## src/rtl/core_pwrup_pkg.sv

```systemverilog
package core_pwrup_pkg;

   typedef enum logic [3:0] {
      ST_IDLE,
      ST_RST_HOLD,
      ST_L1_HOLD,
      ST_DBG_OFF,
      ST_RAMP,
      ST_WAIT_LONG,
      ST_UNGATE,
      ST_WAIT_SHORT,
      ST_RST_REL,
      ST_DBG_ON
   } seq_state_e;

   typedef enum logic [2:0] {
      OP_NONE,
      OP_RST_HOLD,
      OP_L1_HOLD,
      OP_DBG_OFF,
      OP_CLAMP,
      OP_UNGATE,
      OP_RST_REL,
      OP_DBG_ON
   } slot_op_e;

   localparam logic [1:0] RST_FIELD_HOLD = 2'b00;
   localparam logic [1:0] RST_FIELD_RUN  = 2'b11;

endpackage

```

## src/rtl/pwrup_wait_timer.sv

```systemverilog
module pwrup_wait_timer #(
   parameter int CNT_W = 16
) (
   input  logic             clk,
   input  logic             rst_n,
   input  logic             run_i,
   input  logic [CNT_W-1:0] len_i,
   output logic             expire_o
);

   logic [CNT_W-1:0] cnt_q;

   always_ff @(posedge clk or negedge rst_n) begin
      if (!rst_n)     cnt_q <= '0;
      else if (run_i) cnt_q <= cnt_q + CNT_W'(1);
      else            cnt_q <= '0;
   end

   assign expire_o = run_i && (cnt_q == len_i - CNT_W'(1));

   // a wait never overruns its length
   wait_bound_chk: assert property (@(posedge clk) disable iff (!rst_n)
      run_i |-> (cnt_q < len_i));

endmodule

```

## src/rtl/pwrup_core_slot.sv

```systemverilog
module pwrup_core_slot
   import core_pwrup_pkg::*;
#(
   parameter int CLAMP_W = 8
) (
   input  logic               clk,
   input  logic               rst_n,
   input  logic               sel_i,
   input  slot_op_e           op_i,
   input  logic [CLAMP_W-1:0] clamp_val_i,
   output logic [1:0]         rst_ctrl_o,
   output logic               l1_rst_n_o,
   output logic               dbg_en_o,
   output logic               pwr_gate_o,
   output logic [CLAMP_W-1:0] clamp_o
);

   always_ff @(posedge clk or negedge rst_n) begin
      if (!rst_n) begin
         rst_ctrl_o <= RST_FIELD_HOLD;
         l1_rst_n_o <= 1'b0;
         dbg_en_o   <= 1'b0;
         pwr_gate_o <= 1'b1;
         clamp_o    <= '1;
      end else if (sel_i) begin
         unique case (op_i)
            OP_RST_HOLD: rst_ctrl_o <= RST_FIELD_HOLD;
            OP_L1_HOLD:  l1_rst_n_o <= 1'b0;
            OP_DBG_OFF:  dbg_en_o   <= 1'b0;
            OP_CLAMP:    clamp_o    <= clamp_val_i;
            OP_UNGATE:   pwr_gate_o <= 1'b0;
            OP_RST_REL:  rst_ctrl_o <= RST_FIELD_RUN;
            OP_DBG_ON:   dbg_en_o   <= 1'b1;
            default:     ;
         endcase
      end
   end


   foreign_stable_chk: assert property (@(posedge clk) disable iff (!rst_n)
      !sel_i |=> $stable({rst_ctrl_o, l1_rst_n_o, dbg_en_o, pwr_gate_o, clamp_o}));


   dbg_after_release_chk: assert property (@(posedge clk) disable iff (!rst_n)
      $rose(dbg_en_o) |-> (rst_ctrl_o == RST_FIELD_RUN));


   ungate_after_ramp_chk: assert property (@(posedge clk) disable iff (!rst_n)
      $fell(pwr_gate_o) |-> (clamp_o == '0));

endmodule

```

## src/rtl/core_pwrup_seq.sv

```systemverilog
module core_pwrup_seq
   import core_pwrup_pkg::*;
#(
   parameter int NUM_CORES     = 4,
   parameter int ADDR_W        = 32,
   parameter int CLAMP_W       = 8,
   parameter int CLK_HZ        = 24_000_000,
   parameter int LONG_WAIT_MS  = 10,
   parameter int SHORT_WAIT_MS = 1,
   localparam int IDX_W        = $clog2(NUM_CORES)
) (
   input  logic                         clk,
   input  logic                         rst_n,
   input  logic                         start_i,
   input  logic [IDX_W-1:0]             core_idx_i,
   input  logic [ADDR_W-1:0]            boot_addr_i,
   output logic [ADDR_W-1:0]            boot_addr_o,
   output logic [2*NUM_CORES-1:0]       core_rst_o,
   output logic [NUM_CORES-1:0]         l1_rst_n_o,
   output logic [NUM_CORES-1:0]         dbg_en_o,
   output logic [NUM_CORES-1:0]         pwr_gate_o,
   output logic [CLAMP_W*NUM_CORES-1:0] clamp_o,
   output logic                         busy_o,
   output logic                         done_o
);

   localparam int CYC_PER_MS = CLK_HZ / 1000;
   localparam int LONG_CYC   = CYC_PER_MS * LONG_WAIT_MS;
   localparam int SHORT_CYC  = CYC_PER_MS * SHORT_WAIT_MS;
   localparam int MAX_CYC    = (LONG_CYC > SHORT_CYC) ? LONG_CYC : SHORT_CYC;
   localparam int CNT_W      = $clog2(MAX_CYC + 1);
   localparam int STEP_W     = $clog2(CLAMP_W + 1);
   localparam logic [CNT_W-1:0]  LONG_LEN  = CNT_W'(LONG_CYC);
   localparam logic [CNT_W-1:0]  SHORT_LEN = CNT_W'(SHORT_CYC);
   localparam logic [STEP_W-1:0] LAST_STEP = STEP_W'(CLAMP_W);

   // elaboration-time parameter checks
   if (NUM_CORES < 2 || (1 << IDX_W) != NUM_CORES) begin : g_bad_cores
      $error("NUM_CORES must be a power of two, at least 2");
   end
   if (CLAMP_W < 1) begin : g_bad_clamp
      $error("CLAMP_W must be at least 1");
   end
   if (CLK_HZ < 1000 || LONG_WAIT_MS < 1 || SHORT_WAIT_MS < 1) begin : g_bad_wait
      $error("settle waits must be at least one cycle");
   end

   seq_state_e          state_q;
   logic [IDX_W-1:0]    sel_q;
   logic [STEP_W-1:0]   step_q;
   logic                timer_run;
   logic                timer_expire;
   logic [CNT_W-1:0]    timer_len;
   slot_op_e            op;
   logic [CLAMP_W-1:0]  clamp_val;

   assign busy_o    = (state_q != ST_IDLE);
   assign timer_run = (state_q == ST_WAIT_LONG) || (state_q == ST_WAIT_SHORT);
   assign timer_len = (state_q == ST_WAIT_LONG) ? LONG_LEN : SHORT_LEN;
   assign clamp_val = {CLAMP_W{1'b1}} >> step_q;

   always_comb begin
      unique case (state_q)
         ST_RST_HOLD: op = OP_RST_HOLD;
         ST_L1_HOLD:  op = OP_L1_HOLD;
         ST_DBG_OFF:  op = OP_DBG_OFF;
         ST_RAMP:     op = OP_CLAMP;
         ST_UNGATE:   op = OP_UNGATE;
         ST_RST_REL:  op = OP_RST_REL;
         ST_DBG_ON:   op = OP_DBG_ON;
         default:     op = OP_NONE;
      endcase
   end

   always_ff @(posedge clk or negedge rst_n) begin
      if (!rst_n) begin
         state_q     <= ST_IDLE;
         sel_q       <= '0;
         step_q      <= '0;
         boot_addr_o <= '0;
         done_o      <= 1'b0;
      end else begin
         done_o <= 1'b0;
         unique case (state_q)
            ST_IDLE: if (start_i) begin
               sel_q       <= core_idx_i;
               boot_addr_o <= boot_addr_i;
               state_q     <= ST_RST_HOLD;
            end
            ST_RST_HOLD: state_q <= ST_L1_HOLD;
            ST_L1_HOLD:  state_q <= ST_DBG_OFF;
            ST_DBG_OFF: begin
               step_q  <= '0;
               state_q <= ST_RAMP;
            end
            ST_RAMP: begin
               if (step_q == LAST_STEP) begin
                  step_q  <= '0;
                  state_q <= ST_WAIT_LONG;
               end else begin
                  step_q <= step_q + STEP_W'(1);
               end
            end
            ST_WAIT_LONG:  if (timer_expire) state_q <= ST_UNGATE;
            ST_UNGATE:     state_q <= ST_WAIT_SHORT;
            ST_WAIT_SHORT: if (timer_expire) state_q <= ST_RST_REL;
            ST_RST_REL:    state_q <= ST_DBG_ON;
            ST_DBG_ON: begin
               done_o  <= 1'b1;
               state_q <= ST_IDLE;
            end
            default: state_q <= ST_IDLE;
         endcase
      end
   end

   pwrup_wait_timer #(.CNT_W(CNT_W)) i_timer (
      .clk      (clk),
      .rst_n    (rst_n),
      .run_i    (timer_run),
      .len_i    (timer_len),
      .expire_o (timer_expire)
   );

   for (genvar g = 0; g < NUM_CORES; g++) begin : g_slot
      pwrup_core_slot #(.CLAMP_W(CLAMP_W)) i_slot (
         .clk         (clk),
         .rst_n       (rst_n),
         .sel_i       (sel_q == IDX_W'(g)),
         .op_i        (op),
         .clamp_val_i (clamp_val),
         .rst_ctrl_o  (core_rst_o[2*g +: 2]),
         .l1_rst_n_o  (l1_rst_n_o[g]),
         .dbg_en_o    (dbg_en_o[g]),
         .pwr_gate_o  (pwr_gate_o[g]),
         .clamp_o     (clamp_o[CLAMP_W*g +: CLAMP_W])
      );
   end


   done_idle_chk: assert property (@(posedge clk) disable iff (!rst_n)
      done_o |-> !busy_o);


   done_single_chk: assert property (@(posedge clk) disable iff (!rst_n)
      done_o |=> !done_o);


   boot_hold_chk: assert property (@(posedge clk) disable iff (!rst_n)
      (busy_o && $past(busy_o)) |-> $stable(boot_addr_o));


   sel_hold_chk: assert property (@(posedge clk) disable iff (!rst_n)
      (busy_o && start_i) |=> $stable(sel_q));

endmodule

```

## config.mk

```make
export PLATFORM = sky130hd
export DESIGN_NAME = core_pwrup_seq
export DESIGN_NICKNAME = d
export VERILOG_FILES = /design/src/rtl/core_pwrup_pkg.sv /design/src/rtl/pwrup_wait_timer.sv /design/src/rtl/pwrup_core_slot.sv /design/src/rtl/core_pwrup_seq.sv
export SDC_FILE = /design/constraint.sdc
export NUM_CORES = 1
export LEC_CHECK = 0
export BUFFER_PORTS_ARGS = -buffer_cell sky130_fd_sc_hd__buf_2
export CAP_MARGIN = 20
export CORE_MARGIN = 8
export CORE_UTILIZATION = 45
export DETAILED_ROUTE_END_ITERATION = 6
export PLACE_DENSITY_LB_ADDON = 0.12
export SYNTH_ARGS = -nofsm -noshare
export SYNTH_HDL_FRONTEND = slang
export SYNTH_HIERARCHICAL = 1
export SYNTH_SLANG_ARGS = --single-unit
```

## constraint.sdc

```tcl
create_clock -name clk -period 9 [get_ports clk]
set_input_delay 0.45 -clock clk [delete_from_list [all_inputs] [get_ports clk]]
set_output_delay 0.45 -clock clk [all_outputs]
set_load 0.03 [all_outputs]
```

## Word-level counts from Yosys, hierarchy flattened

Index checks and enable logic that the tools add are counted.

- Register bits after elaboration: 109
- Bits in latches: 0
- RAM bits: 0
- Memory bits (read-only): 0
- Bits of input ports: 37
- Output and inout port bits: 86
- Logic and storage cells: 89
- Memories kept: 0

- Add/subtract/negate cells: 3
- Multipliers: 0
- Divide/modulo/power cells: 0
- Magnitude comparators: 0
- Equal/unequal tests: 24
- Shift operators: 1
- Muxes and demuxes: 13
- Bitwise logic cells: 0
- Reduce and logical (&&, ||, !) cells: 26

Operators with widths:

| operator | number |
|---|---|
| 18-bit 2-to-1 mux | 2 |
| 4-bit case mux with 9 select lines | 1 |
| 2-bit AND reduction | 17 |
| 3-bit case mux with 7 select lines | 1 |
| 4-bit 2-to-1 mux | 5 |
| 18-bit by 1-bit adder with 18-bit output, second input constant | 1 |
| 18-bit == test | 1 |
| 18-bit by 1-bit subtractor with 18-bit output, second input constant | 1 |
| 4-bit by 3-bit == test with 1-bit output, second input constant | 4 |
| 3-bit == test, second input constant | 4 |
| 4-bit == test, second input constant | 3 |
| 4-bit by 2-bit == test with 1-bit output, second input constant | 2 |
| 4-bit case mux with 2 select lines | 1 |
| 8-bit by 4-bit right shift with 8-bit output, first input constant | 1 |
| 2-bit nonzero test | 3 |
| 4-bit by 1-bit adder with 4-bit output, second input constant | 1 |
| 2-bit == test, second input constant | 2 |
| 4-bit by 1-bit == test with 1-bit output, second input constant | 1 |
| 4-bit zero test | 1 |
| 2-bit by 1-bit inequality test with 1-bit output, second input constant | 2 |
| 2-bit inequality test, second input constant | 2 |
| 2-bit case mux with 2 select lines | 1 |
| 4-bit AND reduction | 1 |
| 4-bit nonzero test | 1 |
| other kinds (8) | 8 |

## Longest topological paths before layout

- Depth in word-level cells: 7
- Mapped depth: 14
- Mapped depth without buffers: 12

## Modules after synthesis

Netlist, hierarchy kept.

Modules (own cells, without submodules):

| module | times used | cells an instance | area an instance (µm²) | sequential area each (µm²) |
|---|---|---|---|---|
| core_pwrup_seq | 1 | 159 | 2083.2 | 1076.0 |
| pwrup_core_slot | 4 | 33 | 514.2 | 286.5 |
| pwrup_wait_timer | 1 | 175 | 1521.5 | 450.4 |

## Worst setup path before layout

Ideal clock, no wire load.

- Path kind: register to register
- Start point: reg state_q[2]
- End point: reg state_q[1]
- Setup time: 78 ps
- Arrival: 2884 ps
- Slack: 6038 ps
- Cell stages (with the launch flop): 13
- Clock period less this slack: 2962 ps
- Cells stage by stage: dfrtp_1 -> clkbuf_1 -> nor2b_1 -> nand3b_1 -> inv_1 -> xnor2_1 -> o31ai_1 -> a22oi_1 -> o2111ai_1 -> a211oi_2 -> nor2b_1 -> or3_1 -> a21oi_1

- Longest elaborated chain between the ends: 7

Ends and longest elaborated chain:

| what | line | RTL |
|---|---|---|
| start, declared | core_pwrup_seq.sv:48 | `seq_state_e state_q;` |
| start signal, assigned | core_pwrup_seq.sv:77 | `state_q <= ST_IDLE;` |
| start signal, assigned | core_pwrup_seq.sv:88 | `state_q <= ST_RST_HOLD;` |
| start signal, assigned | core_pwrup_seq.sv:90 | `ST_RST_HOLD: state_q <= ST_L1_HOLD;` |
| 4-bit by 3-bit == test with 1-bit output * | core_pwrup_seq.sv:59 | `assign timer_len = (state_q == ST_WAIT_LONG) ? LONG_LEN : SHORT_LEN;` |
| 18-bit 2-to-1 mux * | core_pwrup_seq.sv:59 |  |
| net timer_len[10] | core_pwrup_seq.sv:53 | `logic [CNT_W-1:0] timer_len;` |
| 18-bit by 1-bit subtractor with 18-bit output * | pwrup_wait_timer.sv:19 | `assign expire_o = run_i && (cnt_q == len_i - CNT_W'(1));` |
| 18-bit == test * | pwrup_wait_timer.sv:19 |  |
| 1-bit logical AND * | pwrup_wait_timer.sv:19 |  |
| net timer_expire | core_pwrup_seq.sv:52 | `logic timer_expire;` |
| 2-bit by 1-bit inequality test with 1-bit output (no source line) | n/a |  |
| 4-bit AND reduction (no source line) * | n/a |  |

Mark *: on every way through the listed nets, which the timed path passes. The rest lies on a longest branch.
A chain may end at the register's enable or synchronous reset.

## Worst setup path in the final report

Ends and elaborated chain as after synthesis.

==> metrics.md <==
| Metric | Value |
|---|---|
| Sum of negative setup slack | 0 ns |
| Post-CTS Setup Inserts | 0 |
| H-tree levels | 3 |
| Final worst slack | approximately 5.4 ns |
| Crit path time final | between 3 and 4 ns |
| YS warnings | 6 |
| Fmax achieved | about 280 MHz |
| Outcome | finished, final reports clean |
| Detail Route Antenna Nets | 0 |
| Worst R2R End | state_q[1]$_DFFE_PN0P_ |
| Hold Path Class | in2async |
| TritonRoute pass-1 iters | 4 |
| First-pass GRT wire length | ~19,000 um |
| Synth top cells by count | dfrtp_1, mux2_4, dfstp_2 |
| Internal power | ~0.0012 W |
| Synth Flop Type | dfrtp_1 |
| Pwr Density | ~300 nW/um^2 |
| Synth Cell Area | around 5700 sq um |
| Vias in the first global route | roughly 3,800 |
| Largest net degree at the start of global routing | 72 |
| # diodes | 0 |
| Core area | roughly 12,000 sq um |
| Reg2Reg Depth | 11 |
| Vias | between 3,000 and 4,000 |
| Wire per inst | between 10 and 15 um |
| Crit Path Category | reg2reg |
| 1st-iter DRT viols | 193 |
| Global route overflow | 0 |
| Leak pwr | roughly 3.2 nW |
| Layout Area Growth over Synthesis | 19.0% |
| Arr. time, crit path | between 3 and 4 ns |
| Max transition margin | 0.410 |
| CTS clk-pin slew, worst paths | 0.07 ns |
| Die height | approximately 130 um |
| I/O pins | about 120 |
| DRC errors left | 0 |
| Clock skew | just over 0.007 ns |
| Avg Cell Area, Syn | approximately 12 sq um |
| Post-place setup slack | ~5.5 ns |
| Worst VDD drop | 0.000142 V |
| NetSw | ~0.00076 W |
| DIE WIDTH | 128 um |
| GR peak layer | met2 |
| Worst setup SP type | flip-flop |
| Clock share of power | 0.194 |
| Combinational share of power | 0.408 |
| Clock Sinks | around 110 |
| CTS root buffer | clkbuf_16 |
| Max-slew violations | 0 |
| Yosys top cell by area | dfrtp_1 |
| Post-DP HPWL | roughly 8400 um |
| Initial Utilization | 0.454 |
| M1 GR Usage | 0.192 |
| Initial antenna violation count | 0 |
| Post-synth EDFFs | 0 |
| Crit Path Max Fanout | 21 |
| Fraction of registers with async set/reset | 1.00 |
| CTS tree | built |
| Sequential share of the synthesized area | 0.472 |
| Met3 Use GR | 0.0549 |
| Final critical-path share of the clock period | 0.398 |
| Post-route insts no fill | roughly 790 |
| Final #Nets | about 650 |
| Full die area | around 16,000 sq um |
| Area contributors post-synth | dfrtp_1, dfstp_2, mux2_4 |
| Total GRT Usage | 0.145 |
| Least-Margin Pin Slew | between 0.8 and 0.9 ns |
| Clk_lat worst skew | roughly 0.34 ns |
| Yosys reg bits | ~110 |
| Top-count cell post-synth | dfrtp_1 |
| Num CTS Buffers | 9 |
| Unique masters post-synth | 55 |
| Gp weighted congestion | around 0.78 |
| RSZ-0062 raised after global routing | false |
| Final Hold Viols | 0 |
| Post_cts resized | 0 |
| Worst Path Required | between 9 and 10 ns |
| Row cnt | 41 |
| Setup crit start | state_q[2]$_DFFE_PN0P_ |
| # hold bufs at CTS | 0 |
| Share of layout cells above drive strength 1 | 0.407 |
| Mapped Cells | roughly 470 |
| Clk buf depth | 2 |
| Post-Route WL | about 12,000 um |
| I/O Buffers | about 120 |
| Worst hold margin | between 0.05 and 0.06 ns |
| Met2 usage | 0.209 |
| Top-area cell type share of the netlist area | 0.305 |
| Seq pwr share | 0.399 |
| CP Capture Type | flip-flop |
| Reg-to-reg slack, setup | between 5 and 6 ns |
| Placed insts | just under 800 |
| Vias/cell | 4.79 |
| Critical R2R Launch | state_q[2]$_DFFE_PN0P_ |
| Switching Share | 0.381 |
| Final core occ | 0.540 |
| Maxcap violations | 0 |
| # setup viols final | 0 |
-- critical path: stages, from the launching register on --
cell and delay, ns:
dfrtp_1 0.62, nor2b_1 0.26, nand3b_1 0.60, inv_1 0.58, xnor2_1 0.19, o31ai_1 0.10, a22oi_1 0.15, o2111ai_1 0.15
a211oi_2 0.30, nor2b_1 0.09, or3_1 0.31, a21oi_1 0.15
-- power by group through the flow --
stage	clock network, W	logic [W]	registers [W]
6_report	0.000384	0.000809	0.000791
5_1_grt	0.000420	0.000870	0.000819
4_1_cts	0.000401	0.000818	0.000793
3_5_place_dp	0	0.000818	0.000793
2_1_floorplan	0	0.000372	0.00103
3_3_place_gp	0	0.000804	0.000791
-- worst max-delay path by stage --
stage          cells past startpoint                endpoint  slack (ns)
2_1_floorplan                     12  state_q[1]$_DFFE_PN0P_        6.04
3_3_place_gp                      11  state_q[1]$_DFFE_PN0P_        5.58
3_5_place_dp                      11  state_q[1]$_DFFE_PN0P_        5.47
4_1_cts                           11  state_q[1]$_DFFE_PN0P_        5.42
5_1_grt                           11  state_q[1]$_DFFE_PN0P_        5.03
6_report                          11  state_q[1]$_DFFE_PN0P_        5.42
-- routing by layer --
layer / part of all wire / vias up
met4: 0.010 / 0
met1: 0.47 / 1798
li1: - / 1853
met5: 0 / -
met2: 0.44 / 105
met3: 0.076 / 11
-- placed cells by master, fill, tap and decap left out, types with 3 or more instances in the layout --
cell / n
buf_2: 117
nand4b_1: 8
o211ai_1: 8
nor2_1: 17
inv_1: 19
dfstp_2: 36
xnor2_1: 30
nor3b_1: 5
nand2b_1: 7
and2_1: 21
conb_1: 46
and4bb_1: 4
nand2_1: 16
nor4_1: 4
dfrtp_1: 69
a21oi_1: 8
nand3b_1: 5
xor2_1: 10
buf_4: 5
nor3_1: 10
nand3_1: 18
nand4_1: 5
nor2b_1: 8
or3_1: 3
ha_1: 6
clkbuf_16: 10
mux2_4: 62
mux2_2: 9
o21ai_0: 9
-- flip-flops by register name, indices dropped and copies added, names as in the netlist --
register / flops
boot_addr_o: 32
done_o: 1
g_slot.i_slot/clamp_o: 32
g_slot.i_slot/dbg_en_o: 4
g_slot.i_slot/pwr_gate_o: 4
g_slot.i_slot/rst_ctrl_o: 4
i_timer/cnt_q: 18
sel_q: 2
state_q: 4
step_q: 4
-- area by class of cell --
| type | instances | area (sq um) |
|---|---|---|
| Clock buffer | 14 | 285 |
| Multi-Input combinational cell | 353 | 2860 |
| Tap cell | 172 | 215 |
| Sequential cell | 105 | 2670 |
| Clock inverter | 1 | 8.76 |
| Fill cell | 1105 | 5730 |
| Timing Repair Buffer | 122 | 623 |
| Inverter | 19 | 71.3 |
-- through the flow --
stage / power [W] / area (sq um)
6_report: 0.00198 / 6740
5_1_grt: 0.00211 / 6740
4_1_cts: 0.00201 / 6740
3_5_place_dp: 0.00161 / 6440
3_3_place_gp: 0.00159 / 6440
2_1_floorplan: 0.00140 / 5810
-- cells by family (layout without fill, tap and decap cells) --
kind of cell	after synthesis	in the layout	share of synthesized area
other cells	6	46	0.00398
xor+xnor	40	40	0.0619
simple gates	148	148	0.166
compound gates	40	40	0.0475
flops	105	105	0.472
fa+ha+maj	6	6	0.0133
mux	73	73	0.186
buf+inv	48	156	0.0493
Note: power is estimated with default switching activity, not from simulation.
